**config.mk**
```make
export PLATFORM = sky130hd
export DESIGN_NAME = eth_rx_frame_check
export DESIGN_NICKNAME = d
export VERILOG_FILES = /design/src/rtl/eth_rx_frame_check.sv
export SDC_FILE = /design/constraint.sdc
export NUM_CORES = 1
export LEC_CHECK = 0
export ABC_AREA = 1
export BUFFER_PORTS_ARGS = -buffer_cell sky130_fd_sc_hd__clkbuf_2
export CORE_MARGIN = 1
export CORE_UTILIZATION = 50
export DETAILED_ROUTE_END_ITERATION = 8
export PLACE_DENSITY = 0.69
export REMOVE_ABC_BUFFERS = 1
export SLEW_MARGIN = 40
export SYNTH_ARGS = -nofsm -noshare
export SYNTH_HDL_FRONTEND = slang
export SYNTH_SLANG_ARGS = --single-unit
```
**constraint.sdc**
```tcl
create_clock -name clk -period 8 [get_ports clk]
set_input_delay 0 -clock clk [delete_from_list [all_inputs] [get_ports clk]]
set_output_delay 0 -clock clk [all_outputs]
set_load 0.02 [all_outputs]
```
**src/rtl/eth_rx_frame_check.sv**
```systemverilog
module eth_rx_frame_check #(
  parameter int LEN_W     = 16,
  parameter int MAX_PRE   = 12,
  parameter int MAX_FRAME = 1518,
  parameter int MAX_LT    = 1500,
  parameter int MIN_PAY   = 46,
  parameter logic [7:0] PRE_BYTE = 8'h55,
  parameter logic [7:0] SFD_BYTE = 8'hD5,
  localparam int PW     = $clog2(MAX_PRE + 1),
  localparam int STAT_W = LEN_W + 7
) (
  input  logic              clk,
  input  logic              rst_n,
  input  logic              rx_valid,
  input  logic              rx_sof,
  input  logic              rx_eof,
  input  logic              rx_err,
  input  logic [7:0]        rx_data,
  input  logic              crc_ok,
  input  logic              cfg_pure_pre,
  input  logic              cfg_long_pre,
  input  logic              cfg_len_chk,
  input  logic              cfg_huge,
  output logic              stat_valid,
  output logic              drop,
  output logic [STAT_W-1:0] stat_word
);

  localparam logic [LEN_W-1:0] HDR_LEN = LEN_W'(14);
  localparam logic [LEN_W-1:0] OVH_LEN = LEN_W'(18);
  localparam logic [LEN_W-1:0] BIG_LEN = LEN_W'(MAX_FRAME);

  logic             in_pre, in_body, pre_bad;
  logic [PW-1:0]    pre_cnt;
  logic [LEN_W-1:0] flen;
  logic [15:0]      lt;

  logic sof, pre_byte, body_byte, is_sfd, eof;
  assign sof       = rx_valid && rx_sof;
  assign pre_byte  = rx_valid && (rx_sof || in_pre);
  assign body_byte = rx_valid && !rx_sof && in_body;
  assign is_sfd    = pre_byte && (rx_data == SFD_BYTE);
  assign eof       = rx_valid && rx_eof && (rx_sof || in_pre || in_body);

  logic [PW-1:0]    cnt_b, n_pre_cnt;
  logic             bad_b, n_pre_bad, n_pre, n_body;
  logic [LEN_W-1:0] n_flen;
  logic [15:0]      n_lt;

  assign cnt_b     = sof ? '0 : pre_cnt;
  assign bad_b     = sof ? 1'b0 : pre_bad;
  assign n_pre_cnt = (pre_byte && !is_sfd && cnt_b != PW'(MAX_PRE)) ? cnt_b + 1'b1 : cnt_b;
  assign n_pre_bad = pre_byte ? (bad_b || rx_err || (!is_sfd && rx_data != PRE_BYTE)) : pre_bad;
  assign n_pre     = sof ? !is_sfd : (in_pre && !is_sfd);
  assign n_body    = sof ? is_sfd : (in_body || is_sfd);
  assign n_flen    = sof ? '0 : ((body_byte && !(&flen)) ? flen + 1'b1 : flen);

  always_comb begin
    n_lt = sof ? 16'h0 : lt;
    if (body_byte && flen == LEN_W'(12)) n_lt[15:8] = rx_data;
    if (body_byte && flen == LEN_W'(13)) n_lt[7:0]  = rx_data;
  end

  logic [LEN_W-1:0] pay, exp_pay;
  logic f_type, f_len, f_over, f_pure, f_long, f_nosfd;
  assign pay     = n_flen - OVH_LEN;
  assign exp_pay = (n_lt < 16'(MIN_PAY)) ? LEN_W'(MIN_PAY) : LEN_W'(n_lt);
  assign f_type  = n_body && (n_flen >= HDR_LEN) && (n_lt > 16'(MAX_LT));
  assign f_len   = cfg_len_chk && n_body && !f_type && ((n_flen < OVH_LEN) || (pay != exp_pay));
  assign f_over  = !cfg_huge && (n_flen > BIG_LEN);
  assign f_pure  = cfg_pure_pre && n_pre_bad;
  assign f_long  = cfg_long_pre && (n_pre_cnt >= PW'(MAX_PRE));
  assign f_nosfd = !n_body;

  always_ff @(posedge clk or negedge rst_n) begin
    if (!rst_n) begin
      in_pre     <= 1'b0;
      in_body    <= 1'b0;
      pre_bad    <= 1'b0;
      pre_cnt    <= '0;
      flen       <= '0;
      lt         <= '0;
      stat_valid <= 1'b0;
      drop       <= 1'b0;
      stat_word  <= '0;
    end else begin
      in_pre     <= eof ? 1'b0 : n_pre;
      in_body    <= eof ? 1'b0 : n_body;
      pre_bad    <= n_pre_bad;
      pre_cnt    <= n_pre_cnt;
      flen       <= n_flen;
      lt         <= n_lt;
      stat_valid <= eof;
      drop       <= eof && (f_pure || f_long || f_nosfd);
      if (eof)
        stat_word <= {n_flen, f_type, f_nosfd, f_over, f_len, f_long, f_pure, !crc_ok};
    end
  end

endmodule

```
==> results of run 1 <==
-- routing by layer --
layer	part of all wire [%]	global-route usage (%)	vias up
met5	0	0	-
met4	2.3	11.99	0
met3	4.0	4.992	22
met2	47	42.27	78
met1	47	34.00	1836
li1	-	-	2036
-- flip-flops by register name, indices dropped and copies added (netlist names) --
register,count
pre_bad,1
lt,16
flen,16
in_pre,1
stat_valid,1
in_body,1
drop,1
stat_word,23
pre_cnt,4
-- layout by cell type, fill, tap and decap left out, types with 2 or more instances in the layout --
cell           count
nand2_1          201
inv_1             80
dfrtp_1           64
nor2_1            58
nand3_1           47
clkbuf_2          42
nand4_1           26
o21ai_0           24
nand2_2           15
xor2_1            15
dlygate4sd3_1     11
clkbuf_8          10
nand3_2            9
inv_2              8
ha_1               7
nor2_2             6
o21ai_1            5
nor3_1             5
nor2_4             4
a21oi_1            4
bufinv_16          4
nand2_4            3
nand3_4            3
buf_4              3
a31oi_1            2
a21oi_2            2
xnor3_1            2
inv_6              2
-- kinds of logic after synthesis --
family	after synthesis	share of synthesized area, %
DFF	64	37.29
AOI/OAI and AO/OA	41	5.273
xor gates and xnor gates	18	4.311
buffers and inverters	103	9.700
adders and majority gates	7	2.039
and+or+nand+nor	381	41.39
-- where the power goes --
part           leakage [nW]  switching [mW]  internal, mW  total (mW)
combinational          1.78          0.0442        0.0225      0.0667
clock                 0.137           0.133         0.249       0.382
sequential            0.874         0.00399         0.335       0.339
total                  2.79           0.181         0.607       0.788
-- cell type report --
class	count	area [sq um]	share of cell area, %
Multi-Input combinational cell	447	2277	45.80
Sequential cell	64	1602	32.21
Timing Repair Buffer	57	347.8	6.995
Inverter	90	339.1	6.819
Clock buffer	10	137.6	2.768
Clock inverter	6	137.6	2.768
Tap cell	105	131.4	2.642
-- worst register-to-register path: cells and delay by family, from the launching register on --
family	cells	cell delay [ns]
buffers and inverters	2	0.18
adder cells (fa/ha/maj)	2	0.51
XOR/XNOR	1	0.23
flip-flops	1	0.44
AND/OR/NAND/NOR	17	1.73
-- stage by stage --
| stage | setup WS (ns) | hold WS (ns) | cells |
|---|---|---|---|
| after floorplan | 5.325 | -0.2956 | 601 |
| after global placement | 4.853 | 0.04981 | 752 |
| after detailed placement | 4.866 | 0.05280 | 752 |
| after CTS | 4.833 | 0.004049 | 779 |
| after global routing | 4.550 | 0.0009507 | 779 |
| final | 4.822 | 0.01206 | 779 |
-- timing repair --
action	4_1_cts	5_1_grt
resized for setup	0	0
endpoints found under the hold margin	38	0
hold buffers	11	0
-- final timing paths --
kind	slack, ns	to	startpoint
setup / recovery	4.82	stat_word[3]$_DFFE_PN0P_	flen[0]$_DFF_PN0_
hold / removal	0.01	stat_word[1]$_DFFE_PN0P_	rx_eof
setup reg to reg	4.82	stat_word[3]$_DFFE_PN0P_	flen[0]$_DFF_PN0_
hold reg to reg	0.49	stat_word[22]$_DFFE_PN0P_	stat_word[22]$_DFFE_PN0P_
max in group asynchronous	6.88	stat_word[17]$_DFFE_PN0P_	rst_n
min in group asynchronous	0.20	flen[15]$_DFF_PN0_	rst_n
==> impl_summary.log, run 1 <==
[metrics] status: completed
[metrics] total negative slack: 0 ns
[metrics] proportion of synthesized flip-flops having asynchronous set or reset: 100.0%
[metrics] Max Clk Rate: between 0.3 and 0.4 GHz
[metrics] IO Pins: 44
[metrics] clock buffers created by TritonCTS: 9
[metrics] die width: roughly 95 um
[metrics] placer congestion estimate: 0.9640
[metrics] maximum number of pins on one net before global-route repair: just over 40
[metrics] gate count of the mapped netlist: approximately 610
[metrics] Bufs on Longest Clock Path: 2
[metrics] Clock Sinks: 64
[metrics] sequential element share of the synthesized area: between 30% and 40%
[metrics] DP Area: 4587 sq um
[metrics] Total Die Area: 8965 sq um
[metrics] via count: slightly below 4000
[metrics] CTS clk-pin slew, worst paths: around 0.070 ns
[metrics] maximum VDD drop: approximately 0.00014 V
[metrics] series of cell instances along the critical path: ha_1, inv_1, nor2_4, nand2_2, clkinv_2, nand2_4, nand2_4, nand2_1, nand2_1, nand2_1, ha_1, nand2_1, nand2_2, nand2_2, xor2_1, nand2_1, nor2_1, nand3_1, nor2_1, nand3_1, nand2_1, nand2_1
[metrics] category of the worst setup path capture point: register
[metrics] y dimension of the die: about 95 um
[metrics] Buf/Inv on CP: 2
[metrics] share of layout cells above drive strength 1: about 17%
[metrics] number of global-route vias before repair: roughly 3700
[metrics] placeable core area: just over 8000 sq um
[metrics] Maximum Capacitance Violations: 0
[metrics] number of antenna violations at the first check in global routing: 0
[metrics] crit-path most repeated cell: nand2_1
[metrics] slew at the pin with the worst max-slew slack: slightly below 0.8 ns
[metrics] CP arrival: approximately 3.4 ns
[metrics] H-tree Lvls: 3
[metrics] total global routing overflow: 0
[metrics] slowest stage cell, crit path: dfrtp_1
[metrics] top cell type by total area after synthesis: dfrtp_1
[metrics] primary flip-flop cell chosen by synthesis mapping: dfrtp_1
[metrics] clock tree from TritonCTS: done
[metrics] clock root buffer master: clkbuf_8
[metrics] Syn Area/Cell: ~7 sq um
[metrics] Slew Limit Headroom: ~48%
[metrics] post-route core utilization: 60.21%
[metrics] clock period minus worst slack: ~3.2 ns
[metrics] unrepaired setup endpoints after global routing: false
[metrics] sort of element at the start of the critical path: register
[metrics] post-route fraction of the period consumed by the critical path: 39.72%
[metrics] total inserted antenna cells: 0
[metrics] Worst-Skew Late Latency: ~0.36 ns
[metrics] most numerous cell in the Yosys netlist: nand2_1
[metrics] post-route total power: between 0.7 and 0.8 mW
[metrics] cell family with the largest share of critical-path delay: simple AND/OR/NAND/NOR gates
[metrics] fillcell total: 786
[metrics] Layout area overhead: 15.76%
[metrics] max-slew violation total from the final report: 0
[metrics] pwr/cell area: 158.4 nW/um^2
[metrics] fraction of post-synthesis cell area in the top cell type by area: 37.29%
[metrics] type of the setup path with the least slack: register to register
[metrics] Max Clock Skew: approximately 0.013 ns
[metrics] combined area of all synthesized cells: around 4300 sq um
[metrics] Antenna Violating Nets Remaining: 0
[metrics] Starting DRT DRC Count: approximately 270
[metrics] Remaining DRCs: 0
[metrics] Seq cells post-synth: 64
[metrics] first-pass GRT wire length: 17660 um
[metrics] top cells by count, synth: nand2_1 (201), inv_1 (80), dfrtp_1 (64)
[metrics] DP Wirelength: approximately 8300 um
[metrics] required time of the critical path: roughly 8.3 ns
[metrics] class of the tightest hold or removal check: input port to register
[metrics] cell depth of the worst hold path: 3
[metrics] depth of the critical timing path with buffers and inverters included: 22
[metrics] count of final setup violators: 0
[metrics] post-synthesis cell type count: 38
[metrics] Detailed Route WL: approximately 11000 um
[metrics] number of core rows: 33
[metrics] number of search-and-repair iterations in the first detailed-routing pass: 4
[metrics] vias per cell: slightly above 5
[metrics] WL/cell: between 10 and 15 um
[metrics] Post-synth EDFFs: 0
[metrics] depth of the worst register-to-register path: 22
[metrics] number of nets in the layout: about 700
[metrics] number of endpoints with negative hold slack in the final report: 0
[metrics] delay contributed by the slowest stage of the critical path: 0.44 ns
[metrics] largest fanout on the critical path: 14
[metrics] starting utilization of the core area: 52.02%
[metrics] global routing usage summed across all routing layers: 26.21%
[metrics] number of buffer cells added on primary ports: between 40 and 50
[metrics] ranking of synthesized cells by area: dfrtp_1 (37%), nand2_1 (18%), inv_1 (7.0%), nand3_1 (5.5%), nor2_1 (5.1%)
[metrics] Setup Buffers After CTS: 0
[metrics] Yosys warning total: 0
[metrics] post-route design area: 4972 sq um
[metrics] standby leakage power: ~2.8 nW
(Power assumes the default switching activity.)
==> run 2, diff against run 1 <==
--- a/config.mk
+++ b/config.mk
@@ -5,12 +5,12 @@
 export SDC_FILE = /design/constraint.sdc
 export NUM_CORES = 1
 export LEC_CHECK = 0
-export ABC_AREA = 1
+export ABC_AREA = 0
 export BUFFER_PORTS_ARGS = -buffer_cell sky130_fd_sc_hd__clkbuf_2
 export CORE_MARGIN = 1
 export CORE_UTILIZATION = 50
 export DETAILED_ROUTE_END_ITERATION = 8
-export PLACE_DENSITY = 0.69
+export PLACE_DENSITY = 0.72
 export REMOVE_ABC_BUFFERS = 1
 export SLEW_MARGIN = 40
 export SYNTH_ARGS = -nofsm -noshare
==> constraint.sdc (replaced) <==
create_clock -name clk -period 2.7 [get_ports clk]
set_input_delay 0 -clock clk [delete_from_list [all_inputs] [get_ports clk]]
set_output_delay 0 -clock clk [all_outputs]
set_load 0.02 [all_outputs]
==> impl_summary.log, run 2 <==
[metrics] top cells by count, synth: nand2_1 (74), dfrtp_1 (64), o21ai_0 (31)
[metrics] number of buffer cells added on primary ports: 43 (unchanged)
[metrics] unrepaired setup endpoints after global routing: true
[metrics] clock buffers created by TritonCTS: 9 (unchanged)
[metrics] most common cell after layout, fill and taps aside: buf_4
[metrics] Starting DRT DRC Count: 317 (+18%)
[metrics] dpl cells: 700 (-6.9%)
[metrics] vias per cell: 5.762 (+13%)
[metrics] share of layout cells above drive strength 1: 33.49% (+16 points)
[metrics] post-route fraction of the period consumed by the critical path: 112.9% (+73 points)
[metrics] class of the tightest hold or removal check: input port to register
[metrics] most numerous cell in the Yosys netlist: nand2_1
[metrics] top cell type by total area after synthesis: dfrtp_1
[metrics] number of nets in the layout: 646 (-7.1%)
[metrics] DP Area: 5084 sq um (+11%)
[metrics] post-route setup slack: -0.3475 ns (-5.170 ns)
[metrics] clock root buffer master: clkbuf_8
[metrics] post-synthesis cell type count: 64 (+68%)
[metrics] Post-synth EDFFs: 0 (unchanged)
[metrics] switching power as a share of total power: 23.98% (+1.0 points)
[metrics] sort of element at the start of the critical path: register
[metrics] proportion of synthesized flip-flops having asynchronous set or reset: 100.0% (unchanged)
[metrics] Clk network pwr share: 44.0% (-4.5 points)
[metrics] CTS clk-pin slew, worst paths: 0.07 ns (about the same)
[metrics] combined area of all synthesized cells: 3974 sq um (-7.5%)
[metrics] standby leakage power: 2.760 nW (-1.1%)
[metrics] maximum VDD drop: 0.0003069 V (+120%)
[metrics] number of core rows: 32 (-3.0%)
[metrics] storage element area: 1602 sq um (unchanged)
[metrics] CP arrival: 3.30 ns (-0.12 ns)
[metrics] violated checks: negative setup slack
[metrics] starting utilization of the core area: 51.69% (-0.32 points)
[metrics] status: finished, violations left
[metrics] Internal Power: 1.621 mW (+170%)
[metrics] Yosys warning total: 0 (unchanged)
[metrics] Bufs on Longest Clock Path: 2 (unchanged)
[metrics] Buf/Inv on CP: 3 (+1)
[metrics] total global routing overflow: 0 (unchanged)
[metrics] clock period minus worst slack: 3.048 ns (-0.1301 ns)
[metrics] Clock Sinks: 64 (unchanged)
[metrics] share of power burned in registers: 47.2% (+4.1 points)
[metrics] type of the setup path with the least slack: register to register
[metrics] number of flip-flops under the largest register name: 23 (unchanged)
[metrics] WL/cell: 16.84 um (+23%)
[metrics] Maximum Capacitance Violations: 0 (unchanged)
[metrics] die width: 91.15 um (-3.7%)
[metrics] max-slew violation total from the final report: 0 (unchanged)
[metrics] y dimension of the die: 91.15 um (-3.7%)
[metrics] number of global-route vias before repair: 4144 (+13%)
[metrics] slowest stage cell, crit path: or4b_4
[metrics] required time of the critical path: 2.95 ns (-5.30 ns)
[metrics] via count: 4183 (+5.3%)
[metrics] slew at the pin with the worst max-slew slack: 0.6047 ns (-0.1750 ns)
[metrics] pwr/cell area: 387.4 nW/um^2 (+140%)
[metrics] Detailed Route WL: 12230 um (+14%)
[metrics] first-pass GRT wire length: 19770 um (+12%)
[metrics] post-route design area: 5505 sq um (+11%)
[metrics] Worst-Skew Late Latency: 0.36 ns (about the same)
[metrics] placeable core area: 7687 sq um (-6.9%)
[metrics] maximum number of pins on one net before global-route repair: 65 (+59%)
[metrics] Max Clock Skew: 0.009975 ns (-0.002657 ns)
[metrics] delay contributed by the slowest stage of the critical path: 0.50 ns (+0.06 ns)
[metrics] Remaining DRCs: 0 (unchanged)
[metrics] largest fanout on the critical path: 7 (-7)
[metrics] IO Pins: 44 (unchanged)
[metrics] total inserted antenna cells: 0 (unchanged)
[metrics] number of antenna violations at the first check in global routing: 0 (unchanged)
[metrics] largest registers in the final layout: stat_word x23, flen x16, lt x16
[metrics] Slew Limit Headroom: 59.69% (+12 points)
[metrics] Antenna Violating Nets Remaining: 0 (unchanged)
[metrics] Max Clk Rate: 0.3281 GHz (+4.3%)
[metrics] fillcell total: 609 (-23%)
[metrics] ranking of synthesized cells by area: dfrtp_1 (40%), nand2_1 (7.0%), xnor2_1 (4.8%), o21ai_0 (3.9%), nand4_1 (3.5%)
[metrics] Syn Area/Cell: 8.601 sq um (+23%)
[metrics] register with the most flip-flops: stat_word
[metrics] placer congestion estimate: 0.9285 (-3.7%)
[metrics] clock tree from TritonCTS: done
[metrics] Layout Cells excl Fill: 726 (-6.8%)
[metrics] commonest cells after routing, fill and taps aside: buf_4 (118), nand2_1 (72), dfrtp_1 (64)
[metrics] Total Die Area: 8308 sq um (-7.3%)
[metrics] H-tree Lvls: 3 (unchanged)
[metrics] Layout area overhead: 38.54%
[metrics] sequential element share of the synthesized area: 40.30% (+3.0 points)
[metrics] Seq cells post-synth: 64 (unchanged)
[metrics] Multi-input gate area: 2280 sq um (+0.11%)
[metrics] series of cell instances along the critical path: buf_4, buf_4, ha_1, and3_4, buf_4, a221o_1, or4b_4, a211o_1, a22oi_1, o211ai_1, o31a_1
[metrics] primary flip-flop cell chosen by synthesis mapping: dfrtp_1
[metrics] fraction of post-synthesis cell area in the top cell type by area: 40.30% (+3.0 points)
[metrics] DP Wirelength: 9333 um (+12%)
[metrics] number of endpoints with negative hold slack in the final report: 0 (unchanged)
[metrics] gate count of the mapped netlist: 462 (-25%)
[metrics] count of final setup violators: 2 (+2)
[metrics] combinational fraction of design power: 8.8% (+0.3 points)
[metrics] global routing usage summed across all routing layers: 30.80% (+4.6 points)
[metrics] crit-path most repeated cell: buf_4
[metrics] number of search-and-repair iterations in the first detailed-routing pass: 5 (+1)
[metrics] category of the worst setup path capture point: register
[metrics] switching power summed over all nets: 0.5114 mW (+180%)
[metrics] cell family with the largest share of critical-path delay: compound AO/OA/AOI/OAI gates
## run 2: path summary, 6_finish.rpt
check	start	endpoint	slack, ns	cells past startpoint
min reg2reg	stat_word[16]$_DFFE_PN0P_	stat_word[16]$_DFFE_PN0P_	0.48	2
min in group asynchronous	rst_n	stat_word[13]$_DFFE_PN0P_	0.25	3
max reg2reg	flen[0]$_DFF_PN0_	stat_word[3]$_DFFE_PN0P_	-0.35	11
min	rx_data[2]	lt[2]$_DFF_PN0_	0.04	2
max in group asynchronous	rst_n	flen[9]$_DFF_PN0_	2.01	3
max	flen[0]$_DFF_PN0_	stat_word[3]$_DFFE_PN0P_	-0.35	11
## run 2: area by class of cell
class	instances	share of cell area, %
well taps	102	2.318
clock buffers	12	2.818
flip-flops and latches	64	29.09
multi-input cells	351	41.41
inverters	25	1.705
clock inverters	3	1.182
repair buffers	169	21.48
## run 2: per-layer routing
layer | routed length [um] | vias to the layer above | part of all wire [%] | track usage (%)
met3 | 766 | 36 | 6.3 | 5.611
met2 | 5870 | 169 | 48 | 49.81
met5 | 0 | - | 0 | 0
li1 | - | 1978 | - | -
met4 | 402 | 0 | 3.3 | 16.14
met1 | 5187 | 2000 | 42 | 39.34
## run 2: through the flow
stage	setup TNS, ns	power (mW)	utilization, %	hold WS [ns]	worst slack (ns)
floorplan	-15.81	1.104	-	-0.2956	-1.223
global placement	-0.6483	1.193	66.13	0.1925	-0.4128
detailed placement	-0.8693	1.204	66.13	0.1915	-0.5091
CTS	-0.3589	2.140	71.00	0.02650	-0.3391
global route	-0.7312	2.210	71.61	0.03890	-0.5177
finish	-0.3665	2.133	71.61	0.04279	-0.3475
## run 2: power by group through the flow
| stage | Sequential (mW) | Combinational (mW) | Clock [mW] |
|---|---|---|---|
| global route | 1.01 | 0.211 | 0.990 |
| global placement | 1.02 | 0.170 | 0 |
| CTS | 1.01 | 0.188 | 0.945 |
| floorplan | 1.03 | 0.0742 | 0 |
| detailed placement | 1.02 | 0.179 | 0 |
| finish | 1.01 | 0.188 | 0.938 |
## run 2: logic make-up after synthesis
family | Yosys count | share of synthesized area [%]
AND/OR/NAND/NOR | 203 | 26.17
AO/OA/AOI/OAI | 103 | 17.07
adder cells (fa/ha/maj) | 7 | 2.204
flip-flops | 64 | 40.30
buffers and inverters | 47 | 5.226
multiplexers | 8 | 2.078
XOR/XNOR | 30 | 6.958
## run 2: worst register-to-register path: cells and delay by family, from the launching register on
family | cells | cell delay [ns]
buffers and inverters | 3 | 0.42
adder cells (fa/ha/maj) | 1 | 0.23
flip-flops | 1 | 0.40
AND/OR/NAND/NOR | 2 | 0.67
AO/OA/AOI/OAI | 5 | 1.22
## run 2: what timing repair did
item / in CTS / in global routing
resized for setup: 15 / 9
setup endpoints to repair: 3 / 3
hold buffers: 7 / 0
endpoints found under the hold margin: 71 / 0
pin swaps: 11 / 3
buffers inserted: 2 / 2
